[config.mk]
export PLATFORM = sky130hd
export DESIGN_NAME = xbw_ctrl
export DESIGN_NICKNAME = d
export VERILOG_FILES = /design/src/rtl/xbw_pkg.sv /design/src/rtl/xbw_phase_fsm.sv /design/src/rtl/xbw_wait_merge.sv /design/src/rtl/xbw_strobes.sv /design/src/rtl/xbw_ctrl.sv
export SDC_FILE = /design/constraint.sdc
export NUM_CORES = 1
export LEC_CHECK = 0
export BUFFER_PORTS_ARGS = -buffer_cell sky130_fd_sc_hd__buf_2
export CORE_MARGIN = 2
export CORE_UTILIZATION = 42
export CTS_CLUSTER_SIZE = 24
export DETAILED_ROUTE_END_ITERATION = 10
export PLACE_DENSITY = 0.71
export SETUP_SLACK_MARGIN = 0.2
export SYNTH_ARGS = -nofsm -noshare
export SYNTH_HDL_FRONTEND = slang
export SYNTH_SLANG_ARGS = --single-unit
[constraint.sdc]
create_clock -name clk_i -period 1.6 [get_ports clk_i]
set_input_delay 0.16 -clock clk_i [delete_from_list [all_inputs] [get_ports clk_i]]
set_output_delay 0.16 -clock clk_i [all_outputs]
set_load 0.01 [all_outputs]
[src/rtl/xbw_pkg.sv]
package xbw_pkg;
  typedef enum logic [2:0] {
    PH_IDLE = 3'd0,
    PH_T0   = 3'd1,
    PH_T1   = 3'd2,
    PH_T2   = 3'd3,
    PH_T3   = 3'd4
  } phase_e;
endpackage

[src/rtl/xbw_phase_fsm.sv]
module xbw_phase_fsm
  import xbw_pkg::*;
(
  input  logic   clk_i,
  input  logic   rst_ni,
  input  logic   start_i,
  input  logic   wait_done_i,
  output phase_e state_o,
  output phase_e state_nxt_o
);
  phase_e state_q, state_d;

  always_comb begin
    state_d = state_q;
    unique case (state_q)
      PH_IDLE: if (start_i) state_d = PH_T0;
      PH_T0:   state_d = PH_T1;
      PH_T1:   state_d = PH_T2;
      PH_T2:   if (wait_done_i) state_d = PH_T3;
      PH_T3:   state_d = start_i ? PH_T0 : PH_IDLE;
      default: state_d = PH_IDLE;
    endcase
  end

  always_ff @(posedge clk_i or negedge rst_ni)
    if (!rst_ni) state_q <= PH_IDLE;
    else         state_q <= state_d;

  assign state_o     = state_q;
  assign state_nxt_o = state_d;
endmodule

[src/rtl/xbw_wait_merge.sv]
module xbw_wait_merge
  import xbw_pkg::*;
#(
  parameter int unsigned WCW = 4
) (
  input  logic           clk_i,
  input  logic           rst_ni,
  input  phase_e         state_i,
  input  logic [WCW-1:0] wait_cnt_i,
  input  logic           ack_ni,
  output logic [WCW-1:0] cnt_o,
  output logic           ack_seen_o,
  output logic           wait_done_o
);
  logic [WCW-1:0] cnt_q;
  logic           ack_q;

  // register count loaded leaving T0, runs down in T2
  always_ff @(posedge clk_i or negedge rst_ni)
    if (!rst_ni)                             cnt_q <= '0;
    else if (state_i == PH_T0)               cnt_q <= wait_cnt_i;
    else if (state_i == PH_T2 && cnt_q != 0) cnt_q <= cnt_q - 1'b1;

  // acknowledge only sampled inside an access
  always_ff @(posedge clk_i or negedge rst_ni)
    if (!rst_ni)                                         ack_q <= 1'b0;
    else if (state_i == PH_IDLE || state_i == PH_T3)     ack_q <= 1'b0;
    else if (!ack_ni)                                    ack_q <= 1'b1;

  assign cnt_o       = cnt_q;
  assign ack_seen_o  = ack_q;
  assign wait_done_o = (cnt_q == '0) && ack_q;
endmodule

[src/rtl/xbw_strobes.sv]
module xbw_strobes
  import xbw_pkg::*;
#(
  parameter int unsigned DW = 16
) (
  input  logic          clk_i,
  input  logic          rst_ni,
  input  phase_e        state_i,
  input  phase_e        state_nxt_i,
  input  logic          req_rd_i,
  input  logic          master_i,
  input  logic [DW-1:0] rdata_i,
  output logic          rd_no,
  output logic          rw_o,
  output logic          data_oe_o,
  output logic          latch_o,
  output logic [DW-1:0] rdata_o
);
  logic          rw_q, rd_n_q;
  logic [DW-1:0] rdata_q;
  logic          in_xfer;

  always_ff @(posedge clk_i or negedge rst_ni)
    if (!rst_ni)                       rw_q <= 1'b1;
    else if (state_nxt_i == PH_T0)     rw_q <= req_rd_i;
    else if (state_nxt_i == PH_IDLE)   rw_q <= 1'b1;

  always_ff @(posedge clk_i or negedge rst_ni)
    if (!rst_ni)                                       rd_n_q <= 1'b1;
    else if (state_i == PH_T0 && rw_q)                 rd_n_q <= 1'b0;
    else if (state_i == PH_T3 || state_i == PH_IDLE)   rd_n_q <= 1'b1;

  assign latch_o = (state_i == PH_T3) && rw_q;

  always_ff @(posedge clk_i or negedge rst_ni)
    if (!rst_ni)      rdata_q <= '0;
    else if (latch_o) rdata_q <= rdata_i;

  assign in_xfer   = (state_i == PH_T1) || (state_i == PH_T2) || (state_i == PH_T3);
  assign rd_no     = rd_n_q;
  assign rw_o      = rw_q;
  assign data_oe_o = master_i && !rw_q && in_xfer;
  assign rdata_o   = rdata_q;
endmodule

[src/rtl/xbw_ctrl.sv]
module xbw_ctrl
  import xbw_pkg::*;
#(
  parameter int unsigned DW  = 16,
  parameter int unsigned WCW = 4
) (
  input  logic           clk_i,
  input  logic           rst_ni,
  input  logic           req_i,
  input  logic           req_rd_i,
  input  logic           master_i,
  input  logic [WCW-1:0] wait_cnt_i,
  input  logic           ack_ni,
  input  logic [DW-1:0]  rdata_i,
  output logic           rd_no,
  output logic           rd_oe_o,
  output logic           rw_o,
  output logic           rw_oe_o,
  output logic           data_oe_o,
  output logic           latch_o,
  output logic           done_o,
  output logic [DW-1:0]  rdata_o
);
  phase_e         state_q, state_nxt;
  logic [WCW-1:0] wcnt;
  logic           ack_seen, wait_done, start;

  assign start = req_i && master_i;

  xbw_phase_fsm u_fsm (
    .clk_i, .rst_ni,
    .start_i     (start),
    .wait_done_i (wait_done),
    .state_o     (state_q),
    .state_nxt_o (state_nxt)
  );

  xbw_wait_merge #(.WCW(WCW)) u_wait (
    .clk_i, .rst_ni,
    .state_i     (state_q),
    .wait_cnt_i,
    .ack_ni,
    .cnt_o       (wcnt),
    .ack_seen_o  (ack_seen),
    .wait_done_o (wait_done)
  );

  xbw_strobes #(.DW(DW)) u_strb (
    .clk_i, .rst_ni,
    .state_i     (state_q),
    .state_nxt_i (state_nxt),
    .req_rd_i,
    .master_i,
    .rdata_i,
    .rd_no,
    .rw_o,
    .data_oe_o,
    .latch_o,
    .rdata_o
  );

  assign done_o  = (state_q == PH_T3);
  assign rd_oe_o = master_i;
  assign rw_oe_o = master_i;
endmodule

==> impl_metrics.json <==
{
  "outcome": "finished, final reports clean",
  "clk-insertion-delay-late_ns": 0.32,
  "rows": 19,
  "root_buffer": "clkbuf_4",
  "drt-initial-drc-count": 16,
  "synth_top_area_share_pct": 49.59,
  "ys_ff_latch": 26,
  "dieArea_sq_um": 3329,
  "synthesis.nets": 124,
  "post-route-period-util_pct": 94.97,
  "slew_headroom_pct": 62.23,
  "critical_path.cell_chain": "buf_6, or2b_1, a21oi_2, buf_2",
  "critPathCaptureType": "primary output",
  "hpwl_mm": 1.777,
  "n_antenna_cell": 0,
  "total_power_w": 0.002409,
  "arrival_ns": 1.36,
  "power.density_nw_per_um2": 1407,
  "cp_num_buf_inv": 2,
  "synth-seq-area-share_pct": 53.93,
  "cts_buffers": 3,
  "tns_ns": 0,
  "drc": 0,
  "postRouteAntennaNets": 0,
  "grt_pass1_vias": 955,
  "hold_class": "input port to flip-flop",
  "fp.dieW_um": 57.70,
  "cp_top_family": "flip-flops",
  "avgSynthCellArea_sq_um": 12.62,
  "slowest_stage": "dfrtp_1",
  "synthDistinctLibCells": 32,
  "grt_pass1_wl_mm": 4.326,
  "synth_edf_count": 0,
  "clock_sinks": 26,
  "crit_fanout": 3,
  "cts_max_level": 1,
  "synthTopCellsByCount": "24 x dfrtp_1, 9 x mux2_4, 7 x mux2_2, 6 x nor3_1, 5 x nand2_1",
  "cts_tree": "yes",
  "synthFlopType": "dfrtp_1",
  "critPathMaxStageDelay_ns": 0.40,
  "regArea_sq_um": 654.4,
  "vias": 971,
  "worst_pin_slew_ns": 0.5666,
  "clockBufferDepth": 2,
  "skew_ns": 0.004243,
  "wl_mm": 2.609,
  "final_layout_size_suffix_gt1_share_pct": 59.87,
  "r2r_setup_slack_ns": 0.15,
  "final_cell_area_sq_um": 1712,
  "place_area_sq_um": 1488,
  "place_congestion": 0.7403,
  "start_util_pct": 43.92,
  "io_pins": 49,
  "drv_slew": 0,
  "via_per_inst": 5.165,
  "irDropWorstVdd_mv": 0.8621,
  "layout_min_cycle_time_ns": 1.520,
  "p_leak_nw": 0.9043,
  "clk_pin_slew_ns": 0.14,
  "grt_overflow": 0,
  "grt_max_degree": 27,
  "grt_util_all_layers_pct": 16.75,
  "area_growth_pct": 41.32,
  "avgRoutedWirePerCell_um": 13.88,
  "ys_warn_count": 0,
  "synthArstFlopShare_pct": 100.0,
  "num-fill-cells": 214,
  "fp.coreArea_sq_um": 2758,
  "fmax_mhz": 658.1,
  "syn-instance-count": 96,
  "hold_viol": 0,
  "rsz0062_at_grt": "yes",
  "portBuffers": 48,
  "drtPass1Iterations": 4,
  "fp.dieH_um": 57.70,
  "syn_area_sq_um": 1211,
  "antenna_found_initial": 0,
  "yosys.area.top_type": "dfrtp_1",
  "cp-start-kind": "flip-flop",
  "critPathRequiredTime_ns": 1.44,
  "drv_cap": 0,
  "critPathKind": "flip-flop to primary output",
  "synthTopCellsByArea": "dfrtp_1 50%, mux2_4 11%, mux2_2 6.5%, dfstp_2 4.3%, nor3_1 2.5%",
  "multi_input_area_sq_um": 564.3,
  "finalSetupViolations": 0,
  "yosysMostFrequentCell": "dfrtp_1",
  "finish.net_count": 186
}
-- power by group --
| part | total (W) | switching, W | internal (W) |
|---|---|---|---|
| clock | 0.000452 | 0.000199 | 0.000253 |
| sequential | 0.000977 | 0.000148 | 0.000829 |
| combinational | 0.000980 | 0.000450 | 0.000529 |
| total | 0.00241 | 0.000797 | 0.00161 |
-- per-stage QoR --
| step | instances | hold slack, ns | setup slack [ns] | util, % |
|---|---|---|---|---|
| after global routing | 188 | 0.03232 | 0.01047 | 62.07 |
| after global placement | 173 | 0.1812 | 0.1797 | 53.95 |
| final | 188 | 0.05433 | 0.08042 | 62.07 |
| after CTS | 187 | 0.04927 | 0.03926 | 60.84 |
| after floorplan | 96 | -0.1356 | 0.1533 | - |
| after detailed placement | 173 | 0.1928 | 0.1226 | 53.95 |
-- cell type report --
| class | count | share of cell area (%) |
|---|---|---|
| Clock buffer | 3 | 1.316 |
| Clock inverter | 1 | 1.754 |
| Inverter | 4 | 0.8772 |
| Multi-Input combinational cell | 61 | 32.97 |
| Sequential cell | 26 | 38.23 |
| Tap cell | 31 | 2.266 |
| Timing Repair Buffer | 62 | 22.59 |
-- metal layers --
| layer | GRT usage (%) | routed length [um] | part of all wire, % | vias to the layer above |
|---|---|---|---|---|
| met5 | 0 | 0 | 0 | - |
| met4 | 4.983 | 24 | 0.92 | 0 |
| met3 | 3.571 | 121 | 4.6 | 4 |
| met2 | 29.55 | 1362 | 52 | 24 |
| met1 | 20.58 | 1100 | 42 | 481 |
| li1 | - | - | - | 462 |
-- cell usage in the layout (no fill, tap or decap), drive strengths merged, types with 2 or more instances in the layout --
| cell type | netlist | routed |
|---|---|---|
| nor2b | 2 | 2 |
| clkbuf | 1 | 3 |
| nand2b | 3 | 3 |
| inv | 4 | 4 |
| dfrtp | 24 | 24 |
| nand3 | 2 | 2 |
| nor2 | 4 | 4 |
| dfstp | 2 | 2 |
| ha | 2 | 2 |
| o21ai | 2 | 2 |
| dlygate4sd3 | 0 | 2 |
| nand2 | 5 | 5 |
| mux2 | 16 | 16 |
| buf | 4 | 60 |
| nor3 | 6 | 6 |
| a21oi | 4 | 4 |
| a211oi | 2 | 2 |
-- worst paths after layout --
check / start / to / cells after the start
setup / recovery: u_fsm.state_o[1] / data_oe_o / 4
hold / removal: rdata_i[14] / u_strb.rdata_o[14] / 2
setup reg to reg: u_fsm.state_o[1] / u_strb.rdata_o[13] / 5
hold reg to reg: u_strb.rd_no / u_strb.rd_no / 1
max in group asynchronous: rst_ni / u_fsm.state_o[2] / 2
min in group asynchronous: rst_ni / u_strb.rdata_o[14] / 2
-- logic make-up after synthesis --
logic type,count (synthesis),synth area share [%]
buf+inv,9,4.648
simple gates,28,13.43
flops,26,53.93
compound gates,15,8.266
mux,16,17.67
fa+ha+maj,2,2.066
-- sequential cells by signal (all words and copies together), names as in the netlist --
| signal | count |
|---|---|
| u_strb.rdata_o | 16 |
| u_wait.cnt_o | 4 |
| u_fsm.state_o | 3 |
| u_strb.rd_no | 1 |
| u_strb.rw_o | 1 |
| u_wait.ack_seen_o | 1 |
-- timing repair --
| item | CTS | global route |
|---|---|---|
| buffers inserted | 8 | 1 |
| setup endpoints to repair | 26 | 23 |
| hold buffers | 2 | 0 |
| pin swaps | 3 | 2 |
| resized for setup | 16 | 7 |
| endpoints found under the hold margin | 25 | 0 |
(Power assumes the default switching activity.)
